[src/rtl/lwc_pkg.sv]
package lwc_pkg;
    localparam int unsigned LW_W   = 32;
    localparam int unsigned CREG_W = 32;

    localparam int unsigned CB_ENABLE = 0;
    localparam int unsigned CB_FREEZE = 1;
    localparam int unsigned CB_WIPE   = 2;
    localparam int unsigned CB_ZAP    = 3;
    localparam int unsigned CB_BURST  = 4;

    typedef enum logic [1:0] {
        SQ_IDLE,
        SQ_READ,
        SQ_WRITE,
        SQ_DONE
    } seq_state_e;

    typedef struct packed {
        logic enable;
        logic freeze;
        logic burst;
    } ctrl_t;

    function automatic logic [CREG_W-1:0] ctrl_image(input ctrl_t c);
        logic [CREG_W-1:0] v;
        v = '0;
        v[CB_ENABLE] = c.enable;
        v[CB_FREEZE] = c.freeze;
        v[CB_BURST]  = c.burst;
        return v;
    endfunction
endpackage

[src/rtl/lwc_cfg.sv]
module lwc_cfg
    import lwc_pkg::*;
#(
    parameter int unsigned ENT_W = 6
) (
    input  logic              clk,
    input  logic              rst,
    input  logic              cfg_wr,
    input  logic              cfg_sel,
    input  logic [CREG_W-1:0] cfg_wdata,
    output logic [CREG_W-1:0] cfg_rdata,
    output ctrl_t             ctrl,
    output logic              wipe_all,
    output logic              zap_one,
    output logic [ENT_W-1:0]  zap_idx
);
    logic unused_hi;
    assign unused_hi = ^cfg_wdata[CREG_W-1:ENT_W+2];

    always_ff @(posedge clk) begin
        if (rst) begin
            ctrl    <= '0;
            zap_idx <= '0;
        end else if (cfg_wr) begin
            if (!cfg_sel) begin
                ctrl.enable <= cfg_wdata[CB_ENABLE];
                ctrl.freeze <= cfg_wdata[CB_FREEZE];
                ctrl.burst  <= cfg_wdata[CB_BURST];
            end else begin
                zap_idx <= cfg_wdata[ENT_W+1:2];
            end
        end
    end

    assign wipe_all  = cfg_wr && !cfg_sel && cfg_wdata[CB_WIPE];
    assign zap_one   = cfg_wr && !cfg_sel && cfg_wdata[CB_ZAP];
    assign cfg_rdata = cfg_sel ? (CREG_W'(zap_idx) << 2) : ctrl_image(ctrl);
endmodule

[src/rtl/lwc_store.sv]
module lwc_store
    import lwc_pkg::*;
#(
    parameter int unsigned ADDR_W = 32,
    parameter int unsigned LINES  = 16,
    parameter int unsigned WORDS  = 4,
    localparam int unsigned IDX_W = $clog2(LINES),
    localparam int unsigned OFF_W = $clog2(WORDS),
    localparam int unsigned ENT_W = IDX_W + OFF_W,
    localparam int unsigned TAG_W = ADDR_W - ENT_W - 2
) (
    input  logic                    clk,
    input  logic                    rst,
    input  logic [ADDR_W-1:0]       lk_addr,
    output logic                    lk_hit,
    output logic [LW_W-1:0]         lk_data,
    input  logic                    fill_we,
    input  logic [ADDR_W-1:0]       fill_addr,
    input  logic [LW_W-1:0]         fill_data,
    input  logic                    upd_we,
    input  logic [ADDR_W-1:0]       upd_addr,
    input  logic [LW_W-1:0]         upd_data,
    input  logic                    wipe_all,
    input  logic                    zap_one,
    input  logic [ENT_W-1:0]        zap_idx,
    output logic [LINES*TAG_W-1:0]  tag_flat,
    output logic [LINES*WORDS-1:0]  vld_flat
);
    logic [TAG_W-1:0] tag_q [LINES];
    logic [WORDS-1:0] vld_q [LINES];
    logic [LW_W-1:0]  dat_q [LINES][WORDS];

    logic unused_lo;
    assign unused_lo = ^{lk_addr[1:0], fill_addr[1:0], upd_addr[1:0]};

    logic [IDX_W-1:0] l_i, f_i, u_i, z_i;
    logic [OFF_W-1:0] l_o, f_o, u_o, z_o;
    logic [TAG_W-1:0] l_t, f_t, u_t;

    assign l_i = lk_addr[2+OFF_W +: IDX_W];
    assign l_o = lk_addr[2 +: OFF_W];
    assign l_t = lk_addr[ADDR_W-1 -: TAG_W];
    assign f_i = fill_addr[2+OFF_W +: IDX_W];
    assign f_o = fill_addr[2 +: OFF_W];
    assign f_t = fill_addr[ADDR_W-1 -: TAG_W];
    assign u_i = upd_addr[2+OFF_W +: IDX_W];
    assign u_o = upd_addr[2 +: OFF_W];
    assign u_t = upd_addr[ADDR_W-1 -: TAG_W];
    assign z_i = zap_idx[OFF_W +: IDX_W];
    assign z_o = zap_idx[0 +: OFF_W];

    assign lk_hit  = vld_q[l_i][l_o] && (tag_q[l_i] == l_t);
    assign lk_data = dat_q[l_i][l_o];

    logic any_clear, fill_ok, upd_hit;
    assign any_clear = wipe_all || zap_one;
    assign fill_ok   = fill_we && !any_clear;
    assign upd_hit   = upd_we && vld_q[u_i][u_o] && (tag_q[u_i] == u_t);

    always_ff @(posedge clk) begin
        if (rst) begin
            for (int i = 0; i < LINES; i++) begin
                vld_q[i] <= '0;
                tag_q[i] <= '0;
            end
        end else if (wipe_all) begin
            for (int i = 0; i < LINES; i++) vld_q[i] <= '0;
        end else if (zap_one) begin
            vld_q[z_i][z_o] <= 1'b0;
        end else if (fill_ok) begin
            if (tag_q[f_i] == f_t) begin
                vld_q[f_i][f_o] <= 1'b1;
            end else begin
                tag_q[f_i] <= f_t;
                vld_q[f_i] <= WORDS'(1) << f_o;
            end
        end
    end

    always_ff @(posedge clk) begin
        if (fill_ok) dat_q[f_i][f_o] <= fill_data;
        if (upd_hit) dat_q[u_i][u_o] <= upd_data;
    end

    for (genvar g = 0; g < LINES; g++) begin : g_flat
        assign tag_flat[g*TAG_W +: TAG_W] = tag_q[g];
        assign vld_flat[g*WORDS +: WORDS] = vld_q[g];
    end
endmodule

[src/rtl/lwc_seq.sv]
module lwc_seq
    import lwc_pkg::*;
#(
    parameter int unsigned ADDR_W = 32,
    parameter int unsigned OFF_W  = 2
) (
    input  logic              clk,
    input  logic              rst,
    input  ctrl_t             ctrl,
    input  logic              any_clear,
    input  logic              cpu_req,
    input  logic              cpu_we,
    input  logic [ADDR_W-1:0] cpu_addr,
    input  logic [LW_W-1:0]   cpu_wdata,
    output logic              cpu_ack,
    output logic [LW_W-1:0]   cpu_rdata,
    input  logic              lk_hit,
    input  logic [LW_W-1:0]   lk_data,
    output logic              mem_req,
    output logic              mem_we,
    output logic [ADDR_W-1:0] mem_addr,
    output logic [LW_W-1:0]   mem_wdata,
    input  logic              mem_ack,
    input  logic [LW_W-1:0]   mem_rdata,
    output logic              fill_we,
    output logic              upd_we,
    output logic              idle
);
    seq_state_e        st_q;
    logic [ADDR_W-1:0] addr_q;
    logic [LW_W-1:0]   wdata_q, buf_q;
    logic [OFF_W-1:0]  beat_q;
    logic              alloc_q, burst_q, kill_q;

    logic unused_lo;
    assign unused_lo = ^addr_q[1:0];

    logic hit_now, last_beat, may_alloc, go_burst;
    assign idle      = (st_q == SQ_IDLE);
    assign hit_now   = idle && cpu_req && !cpu_we && ctrl.enable && lk_hit;
    assign may_alloc = ctrl.enable && !ctrl.freeze;
    assign go_burst  = may_alloc && ctrl.burst && !cpu_we;
    assign last_beat = !burst_q || (beat_q == OFF_W'(2**OFF_W - 1));

    assign cpu_ack   = hit_now || (st_q == SQ_DONE);
    assign cpu_rdata = (st_q == SQ_DONE) ? buf_q : lk_data;
    assign mem_req   = (st_q == SQ_READ) || (st_q == SQ_WRITE);
    assign mem_we    = (st_q == SQ_WRITE);
    assign mem_addr  = {addr_q[ADDR_W-1:OFF_W+2], beat_q, 2'b00};
    assign mem_wdata = wdata_q;
    assign fill_we   = (st_q == SQ_READ) && mem_ack && alloc_q && !kill_q
                       && !any_clear && may_alloc;
    assign upd_we    = (st_q == SQ_WRITE) && mem_ack && ctrl.enable;

    always_ff @(posedge clk) begin
        if (rst) begin
            st_q    <= SQ_IDLE;
            addr_q  <= '0;
            wdata_q <= '0;
            buf_q   <= '0;
            beat_q  <= '0;
            alloc_q <= 1'b0;
            burst_q <= 1'b0;
            kill_q  <= 1'b0;
        end else begin
            unique case (st_q)
                SQ_IDLE: if (cpu_req && !hit_now) begin
                    addr_q  <= cpu_addr;
                    wdata_q <= cpu_wdata;
                    kill_q  <= 1'b0;
                    alloc_q <= may_alloc && !cpu_we;
                    burst_q <= go_burst;
                    beat_q  <= go_burst ? '0 : cpu_addr[2 +: OFF_W];
                    st_q    <= cpu_we ? SQ_WRITE : SQ_READ;
                end
                SQ_READ: begin
                    if (any_clear) kill_q <= 1'b1;
                    if (mem_ack) begin
                        if (beat_q == addr_q[2 +: OFF_W]) buf_q <= mem_rdata;
                        if (last_beat) st_q <= SQ_DONE;
                        else beat_q <= beat_q + 1'b1;
                    end
                end
                SQ_WRITE: if (mem_ack) st_q <= SQ_DONE;
                SQ_DONE:  st_q <= SQ_IDLE;
                default:  st_q <= SQ_IDLE;
            endcase
        end
    end
endmodule

[src/rtl/lwc_read_cache.sv]
module lwc_read_cache
    import lwc_pkg::*;
#(
    parameter int unsigned ADDR_W = 32,
    parameter int unsigned LINES  = 16,
    parameter int unsigned WORDS  = 4
) (
    input  logic              clk,
    input  logic              rst,
    input  logic              cpu_req,
    input  logic              cpu_we,
    input  logic [ADDR_W-1:0] cpu_addr,
    input  logic [LW_W-1:0]   cpu_wdata,
    output logic              cpu_ack,
    output logic [LW_W-1:0]   cpu_rdata,
    output logic              mem_req,
    output logic              mem_we,
    output logic [ADDR_W-1:0] mem_addr,
    output logic [LW_W-1:0]   mem_wdata,
    input  logic              mem_ack,
    input  logic [LW_W-1:0]   mem_rdata,
    input  logic              cfg_wr,
    input  logic              cfg_sel,
    input  logic [CREG_W-1:0] cfg_wdata,
    output logic [CREG_W-1:0] cfg_rdata
);
    localparam int unsigned IDX_W    = $clog2(LINES);
    localparam int unsigned OFF_W    = $clog2(WORDS);
    localparam int unsigned ENT_W    = IDX_W + OFF_W;
    localparam int unsigned TAG_W    = ADDR_W - ENT_W - 2;
    localparam int unsigned VLD_BITS = LINES * WORDS;
    localparam int unsigned TAG_BITS = LINES * TAG_W;

    ctrl_t              ctrl;
    logic               wipe_all, zap_one, any_clear;
    logic [ENT_W-1:0]   zap_idx;
    logic               lk_hit, fill_we, upd_we, seq_idle;
    logic [LW_W-1:0]    lk_data;
    logic [TAG_BITS-1:0] tag_flat;
    logic [VLD_BITS-1:0] vld_flat;

    assign any_clear = wipe_all || zap_one;

    lwc_cfg #(.ENT_W(ENT_W)) u_cfg (
        .clk(clk), .rst(rst), .cfg_wr(cfg_wr), .cfg_sel(cfg_sel),
        .cfg_wdata(cfg_wdata), .cfg_rdata(cfg_rdata), .ctrl(ctrl),
        .wipe_all(wipe_all), .zap_one(zap_one), .zap_idx(zap_idx)
    );

    lwc_store #(.ADDR_W(ADDR_W), .LINES(LINES), .WORDS(WORDS)) u_store (
        .clk(clk), .rst(rst), .lk_addr(cpu_addr), .lk_hit(lk_hit),
        .lk_data(lk_data), .fill_we(fill_we), .fill_addr(mem_addr),
        .fill_data(mem_rdata), .upd_we(upd_we), .upd_addr(mem_addr),
        .upd_data(mem_wdata), .wipe_all(wipe_all), .zap_one(zap_one),
        .zap_idx(zap_idx), .tag_flat(tag_flat), .vld_flat(vld_flat)
    );

    lwc_seq #(.ADDR_W(ADDR_W), .OFF_W(OFF_W)) u_seq (
        .clk(clk), .rst(rst), .ctrl(ctrl), .any_clear(any_clear),
        .cpu_req(cpu_req), .cpu_we(cpu_we), .cpu_addr(cpu_addr),
        .cpu_wdata(cpu_wdata), .cpu_ack(cpu_ack), .cpu_rdata(cpu_rdata),
        .lk_hit(lk_hit), .lk_data(lk_data), .mem_req(mem_req),
        .mem_we(mem_we), .mem_addr(mem_addr), .mem_wdata(mem_wdata),
        .mem_ack(mem_ack), .mem_rdata(mem_rdata), .fill_we(fill_we),
        .upd_we(upd_we), .idle(seq_idle)
    );
endmodule

[config.mk]
export PLATFORM = sky130hd
export DESIGN_NAME = lwc_read_cache
export DESIGN_NICKNAME = d
export VERILOG_FILES = /design/src/rtl/lwc_pkg.sv /design/src/rtl/lwc_cfg.sv /design/src/rtl/lwc_store.sv /design/src/rtl/lwc_seq.sv /design/src/rtl/lwc_read_cache.sv
export SDC_FILE = /design/constraint.sdc
export NUM_CORES = 2
export LEC_CHECK = 0
export ABC_AREA = 0
export BUFFER_PORTS_ARGS = -buffer_cell sky130_fd_sc_hd__buf_2
export CORE_AREA = 2 2 414 416
export CTS_CLUSTER_DIAMETER = 120
export CTS_CLUSTER_SIZE = 30
export DETAILED_ROUTE_END_ITERATION = 8
export DIE_AREA = 0 0 416 418
export GPL_TIMING_DRIVEN = 1
export HOLD_SLACK_MARGIN = 0.05
export MAX_ROUTING_LAYER = met4
export PLACE_DENSITY_LB_ADDON = 0.05
export SLEW_MARGIN = 20
export SYNTH_ARGS = -nofsm -noshare
export SYNTH_HDL_FRONTEND = slang
export SYNTH_SLANG_ARGS = --single-unit
[constraint.sdc]
create_clock -name clk -period 17.42 [get_ports clk]
set_clock_uncertainty 0.2 [all_clocks]
set_input_delay 3.484 -clock clk [delete_from_list [all_inputs] [get_ports clk]]
set_output_delay 3.484 -clock clk [all_outputs]
set_load 0.05 [all_outputs]
# ---- After elaboration in Yosys (flattened, before gate mapping)
# Memory sizes are Yosys's and may differ from the RTL's. A register that Yosys moved wholly into a read port is not among the register bits.
# Cells that the tools add are included.
dict set report classes {
  addsub 1
  order_cmp 8
  n_eq_ne 13
  shift 1
  mux 215
  bitwise_logic 151
  n_reduce_logical 49
}
# operator n
set op_table {}
lappend op_table {{128-bit 2-to-1 mux} 2}
lappend op_table {{1-bit 2-to-1 mux} 160}
lappend op_table {{1-bit bitwise OR} 148}
lappend op_table {{32-bit 2-to-1 mux} 4}
lappend op_table {{4-bit 2-to-1 mux} 29}
lappend op_table {{32-bit binary-select mux with 2-bit select} 1}
lappend op_table {{32-bit demux with 2-bit select} 1}
lappend op_table {{24-bit equality test} 2}
lappend op_table {{1-bit logical AND} 26}
lappend op_table {{24-bit 2-to-1 mux} 1}
lappend op_table {{24-bit OR reduction} 1}
lappend op_table {{2-bit 2-to-1 mux} 9}
lappend op_table {{2-bit by 3-bit less-than comparator with 1-bit output, second input constant} 3}
lappend op_table {{8-bit 2-to-1 mux} 1}
lappend op_table {{2-bit case mux with 4 select lines} 1}
lappend op_table {{4-bit AND reduction} 2}
lappend op_table {{4-bit OR reduction} 2}
lappend op_table {{1-bit logical NOT} 7}
lappend op_table {{2-bit equality test, second input constant} 3}
lappend op_table {{3-bit greater-or-equal comparator, second input constant} 2}
lappend op_table {{2-bit by 1-bit != test with 1-bit output, second input constant} 3}
lappend op_table {{2-bit != test, second input constant} 3}
lappend op_table {{2-bit inverter with 3-bit output} 2}
lappend op_table {{2-bit AND reduction} 3}
lappend op_table {{other kinds (15)} 22}
dict set report word_totals {
  reg_bits 112
  ram_bits 2496
  input_bits 135
  output_inout_bits 131
  word_cells 453
  memories 3
}
# name depth word_bits read_ports rd_clocked_by_memory_dff wr line
set memory_table {}
lappend memory_table {u_store.dat_q 16 128 1 0 1 lwc_store.sv:31} ;# logic [LW_W-1:0] dat_q [LINES][WORDS];
lappend memory_table {u_store.tag_q 16 24 2 1 16 lwc_store.sv:29} ;# logic [TAG_W-1:0] tag_q [LINES];
lappend memory_table {u_store.vld_q 16 4 2 1 16 lwc_store.sv:30} ;# logic [WORDS-1:0] vld_q [LINES];

# ---- Logic depth before layout (Yosys ltp)
dict set report depth {
  word_depth 16
  mapped_depth 16
  ltp_nobuf 10
}

# ---- Cells and area by module
# Synthesis repeated with hierarchy kept, for this count alone.
dict set report hier_totals {
  hier_cells 8563
  hier_area_um2 139070.9
}
# mod n_inst cells_each area_per_inst_um2 seq_area_each_um2
set by_module_without_submodules {}
lappend by_module_without_submodules {lwc_store 1 7944 134034.8 74951.9}
lappend by_module_without_submodules {lwc_seq 1 542 4364.2 2021.9}
lappend by_module_without_submodules {lwc_cfg 1 76 665.6 180.2}
lappend by_module_without_submodules {lwc_read_cache 1 1 6.3 0.0}

# ---- Least setup slack after synthesis
# No wires, ideal clock.
dict set report synth_timing {
  kind {input -> output}
  startpoint {in cpu_addr[4]}
  endpoint {out cpu_rdata[0]}
  t_arrival_ns 6.944
  required_time_ns 13.736
  slack_ns 6.792
  path_stages 9
  path_buffers 5
  cell_sequence {buf_2 > buf_2 > buf_2 > clkbuf_1 > buf_1 > mux4_2 > mux4_2 > mux4_2 > mux2_2}
}
dict set report synth_via {
  elab_chain_cells 5
}
# element line
set synth_rtl {}
lappend synth_rtl {{start: declaration} lwc_read_cache.sv:12} ;# input logic [ADDR_W-1:0] cpu_addr,
lappend synth_rtl {{memory 16 x 128 bit} -}
lappend synth_rtl {{32-bit binary-select mux with 2-bit select} lwc_store.sv:53} ;# assign lk_data = dat_q[l_i][l_o];
lappend synth_rtl {{32-bit 2-to-1 mux (implied by the code) (2 in series)} lwc_store.sv:53}
lappend synth_rtl {{32-bit 2-to-1 mux} lwc_seq.sv:46} ;# assign cpu_rdata = (st_q == SQ_DONE) ? buf_q : lk_data;
lappend synth_rtl {{end: declaration} lwc_read_cache.sv:15} ;# output logic [LW_W-1:0] cpu_rdata,
# Every way passes these cells. The select of a mux whose other input is x is not followed.

# ---- Final worst setup path
dict set report layout_timing {
  startpoint {in cpu_addr[4]}
  endpoint {out cpu_rdata[13]}
}
# Same word-level chain as after synthesis.

==> impl_metrics.tcl <==
set metrics [dict create \
    status "finished clean" \
    post-route-period-util 0.711 \
    cts_sinks 2610 \
    use_met2 0.527 \
    core_um2 169000 \
    start_kind "primary input" \
    synth_area_um2 110000 \
    setup_slack_ps 5040 \
    synth.largest_area_cell "edfxtp_1" \
    leakagePower_nw 36.7 \
    antenna_found_initial 22 \
    grtUsageMet3 0.0561 \
    switching_share 0.254 \
    drt_iter0_drc 8682 \
    synth_enable_flop_cells 2496 \
    critPathArrivalTime_ps 8700 \
    hpwl_um 164000 \
    pwr-share-comb 0.127 \
    grt_pass1_wl_um 404000 \
    crit_fanout 55 \
    areaGrowthSynthToFinish_pct 5.78 \
    pre_cts_ws_ps 4890 \
    cts_hold_buf 0 \
    critical_path_class "in2out" \
    cap_violations 0 \
    crit_path_end "cpu_rdata[13]" \
    die-height_um 418 \
    finalNetCount 5661 \
    ys_top_cells_by_area "edfxtp_1 68%, mux4_2 18%, dfxtp_1 2.1%" \
    wl_per_cell_um 36.8 \
    pwr-share-seq 0.619 \
    synthTopCellsByCount "2496 x edfxtp_1, 888 x mux4_2, 360 x and2_1" \
    pwr-share-clk 0.253 \
    fillerInstances 10616 \
    start_util 0.649 \
    grt_start_max_net_pins 143 \
    crit_chain "buf_8, buf_4, buf_4, buf_4, mux4_2, mux4_2, mux4_2, mux2_2, buf_2" \
    finalWeightedCongestion 0.888 \
    relSlewSlack 0.229 \
    cts_max_path_buffers 3 \
    syn_inst 5484 \
    async_reset_ff_frac 0 \
    grt_most_used_layer "met2" \
    die-area_um2 174000 \
    drt_wl_total_um 288000 \
    slew_viol_final 0 \
    setup.worst_path.start "cpu_addr[4]" \
    reg2reg_slack_ps 10630 \
    h-tree-depth 3 \
    hold_path_class "reg2reg" \
    clk_latency_ps 790 \
    gr-usage-met1 0.483 \
    max_freq_ghz 0.0808 \
    min_period_ps 12380 \
    synth_top_area_share 0.683 \
    ant_nets 0 \
    avgSynthCellArea_um2 20.0 \
    num_io_pins 266 \
    rr_endpoint "u_store.tag_q[3][21]" \
    drive_gt1_frac 0.273 \
    drt-pass1-iter-count 5 \
    critPathCaptureType "primary output" \
    rr_worst_depth 12 \
    portBuffers 213 \
    yosys_warnings 0 \
    cts_root_buf "clkbuf_16" \
    setup_viol 0 \
    synth-seq-cells 2610 \
    cts_setup_buffers 0 \
    ir_drop_uv 114 \
    switchingPower_w 0.00290 \
    tightest_slew_ps 1160 \
    p_int_w 0.00852 \
    cpPeakStageDelay_ps 820 \
    clkSlewWorstSetupHoldPaths_ps 120 \
    cellPowerDensity_nw_per_um2 98.3 \
    rows 151 \
    yosysMostFrequentCell "edfxtp_1" \
    yosysUniqueCellTypes 67 \
    final_hold_viol_count 0 \
    drcViolationCount 0 \
    overflow 0 \
    die_width_um 416 \
    via_per_inst 7.13 \
    vias 55701 \
    cts_resized 0 \
    grt_pass1_vias 54348 \
    required_ps 13740 \
    cts_tree "built" \
    cts_made_buffers 96 \
    rsz0062_at_grt "no" \
    synth_flop_cell "edfxtp_1" \
    setup-tns-final_ps 0 \
    slowest_stage "buf_4" \
    ys_seq_area_frac 0.703 \
    track_usage 0.345 \
]
cell type report:
cell class / count / area [um^2] / area share
sequential: 2610 / 77200 / 0.665
multi-input combinational: 2452 / 31100 / 0.268
tap: 2218 / 2780 / 0.0239
clock buffer: 154 / 2640 / 0.0227
timing repair buffer: 349 / 2220 / 0.0191
clock inverter: 6 / 78.8 / 0.000679
antenna: 16 / 40.0 / 0.000345
inverter: 9 / 33.8 / 0.000291
routing by layer:
metal  up-vias  share of wire  wire length (um)
met1     29823           0.37            108000
met5         -              0                 0
met4         0          0.041             11700
met2      3274           0.48            139000
met3       400           0.10             28900
li1      22204              -                 -
power by group through the flow:
stage	clock network (W)	logic (W)	registers, W
floorplan	0	0.00101	0.00716
global placement	0	0.00142	0.00721
detailed placement	0	0.00144	0.00721
CTS	0.00292	0.00144	0.00707
global route	0.00310	0.00151	0.00708
finish	0.00289	0.00145	0.00707
state kept, by name, indices dropped and copies added, names as in the netlist, named ones only:
name / count
u_cfg.ctrl: 3
u_cfg.zap_idx: 6
u_seq.addr_q: 30
u_seq.alloc_q: 1
u_seq.beat_q: 2
u_seq.buf_q: 32
u_seq.burst_q: 1
u_seq.kill_q: 1
u_seq.mem_wdata: 32
u_seq.st_q: 2
u_store.dat_q: 2048
u_store.tag_q: 384
u_store.vld_q: 64
kinds of logic after synthesis:
group | synth area share
adder cells (fa/ha/maj) | 0.000912
XOR/XNOR | 0.00614
AND/OR/NAND/NOR | 0.0435
multiplexers | 0.215
buffers and inverters | 0.0195
AO/OA/AOI/OAI | 0.0111
other | 0.0000342
flip-flops | 0.703
worst max-delay path, delay by kind of cell:
family	cells	cell delay [ps]
buffers and inverters	5	3100
multiplexers	4	1930
through the flow:
stage | instance area (um^2) | utilization | cells | total power [W] | hold WS (ps)
after detailed placement | 113000 | 0.670 | 7637 | 0.00865 | 243
after floorplan | 110000 | - | 5509 | 0.00817 | 233
after global placement | 113000 | 0.670 | 7637 | 0.00863 | 238
after global routing | 116000 | 0.687 | 7808 | 0.0117 | 281
after CTS | 116000 | 0.686 | 7797 | 0.0114 | 259
final | 116000 | 0.687 | 7814 | 0.0114 | 263
cell usage in the layout, fill, tap and decap left out, types with 97 or more instances in the layout:
cell type,Yosys,layout
edfxtp_1,2496,2496
mux4_2,888,888
and2_1,360,360
buf_2,54,207
nor2_1,246,166
mux2i_1,164,164
buf_4,72,131
nand2_1,128,127
mux2_1,123,123
a21oi_1,117,115
dfxtp_1,114,110
clkbuf_16,0,97
worst min-delay path by stage:
stage                            to            start  slack (ps)  cells past startpoint
floorplan            u_seq.buf_q[0]   u_seq.buf_q[0]         230                      2
global route        u_seq.buf_q[23]  u_seq.buf_q[23]         280                      2
CTS                  u_seq.buf_q[8]   u_seq.buf_q[8]         260                      2
global placement    u_seq.buf_q[16]  u_seq.buf_q[16]         240                      2
finish              u_seq.buf_q[28]  u_seq.buf_q[28]         260                      2
detailed placement  u_seq.buf_q[15]  u_seq.buf_q[15]         240                      2
No activity file was read; power rests on OpenSTA's default activity.
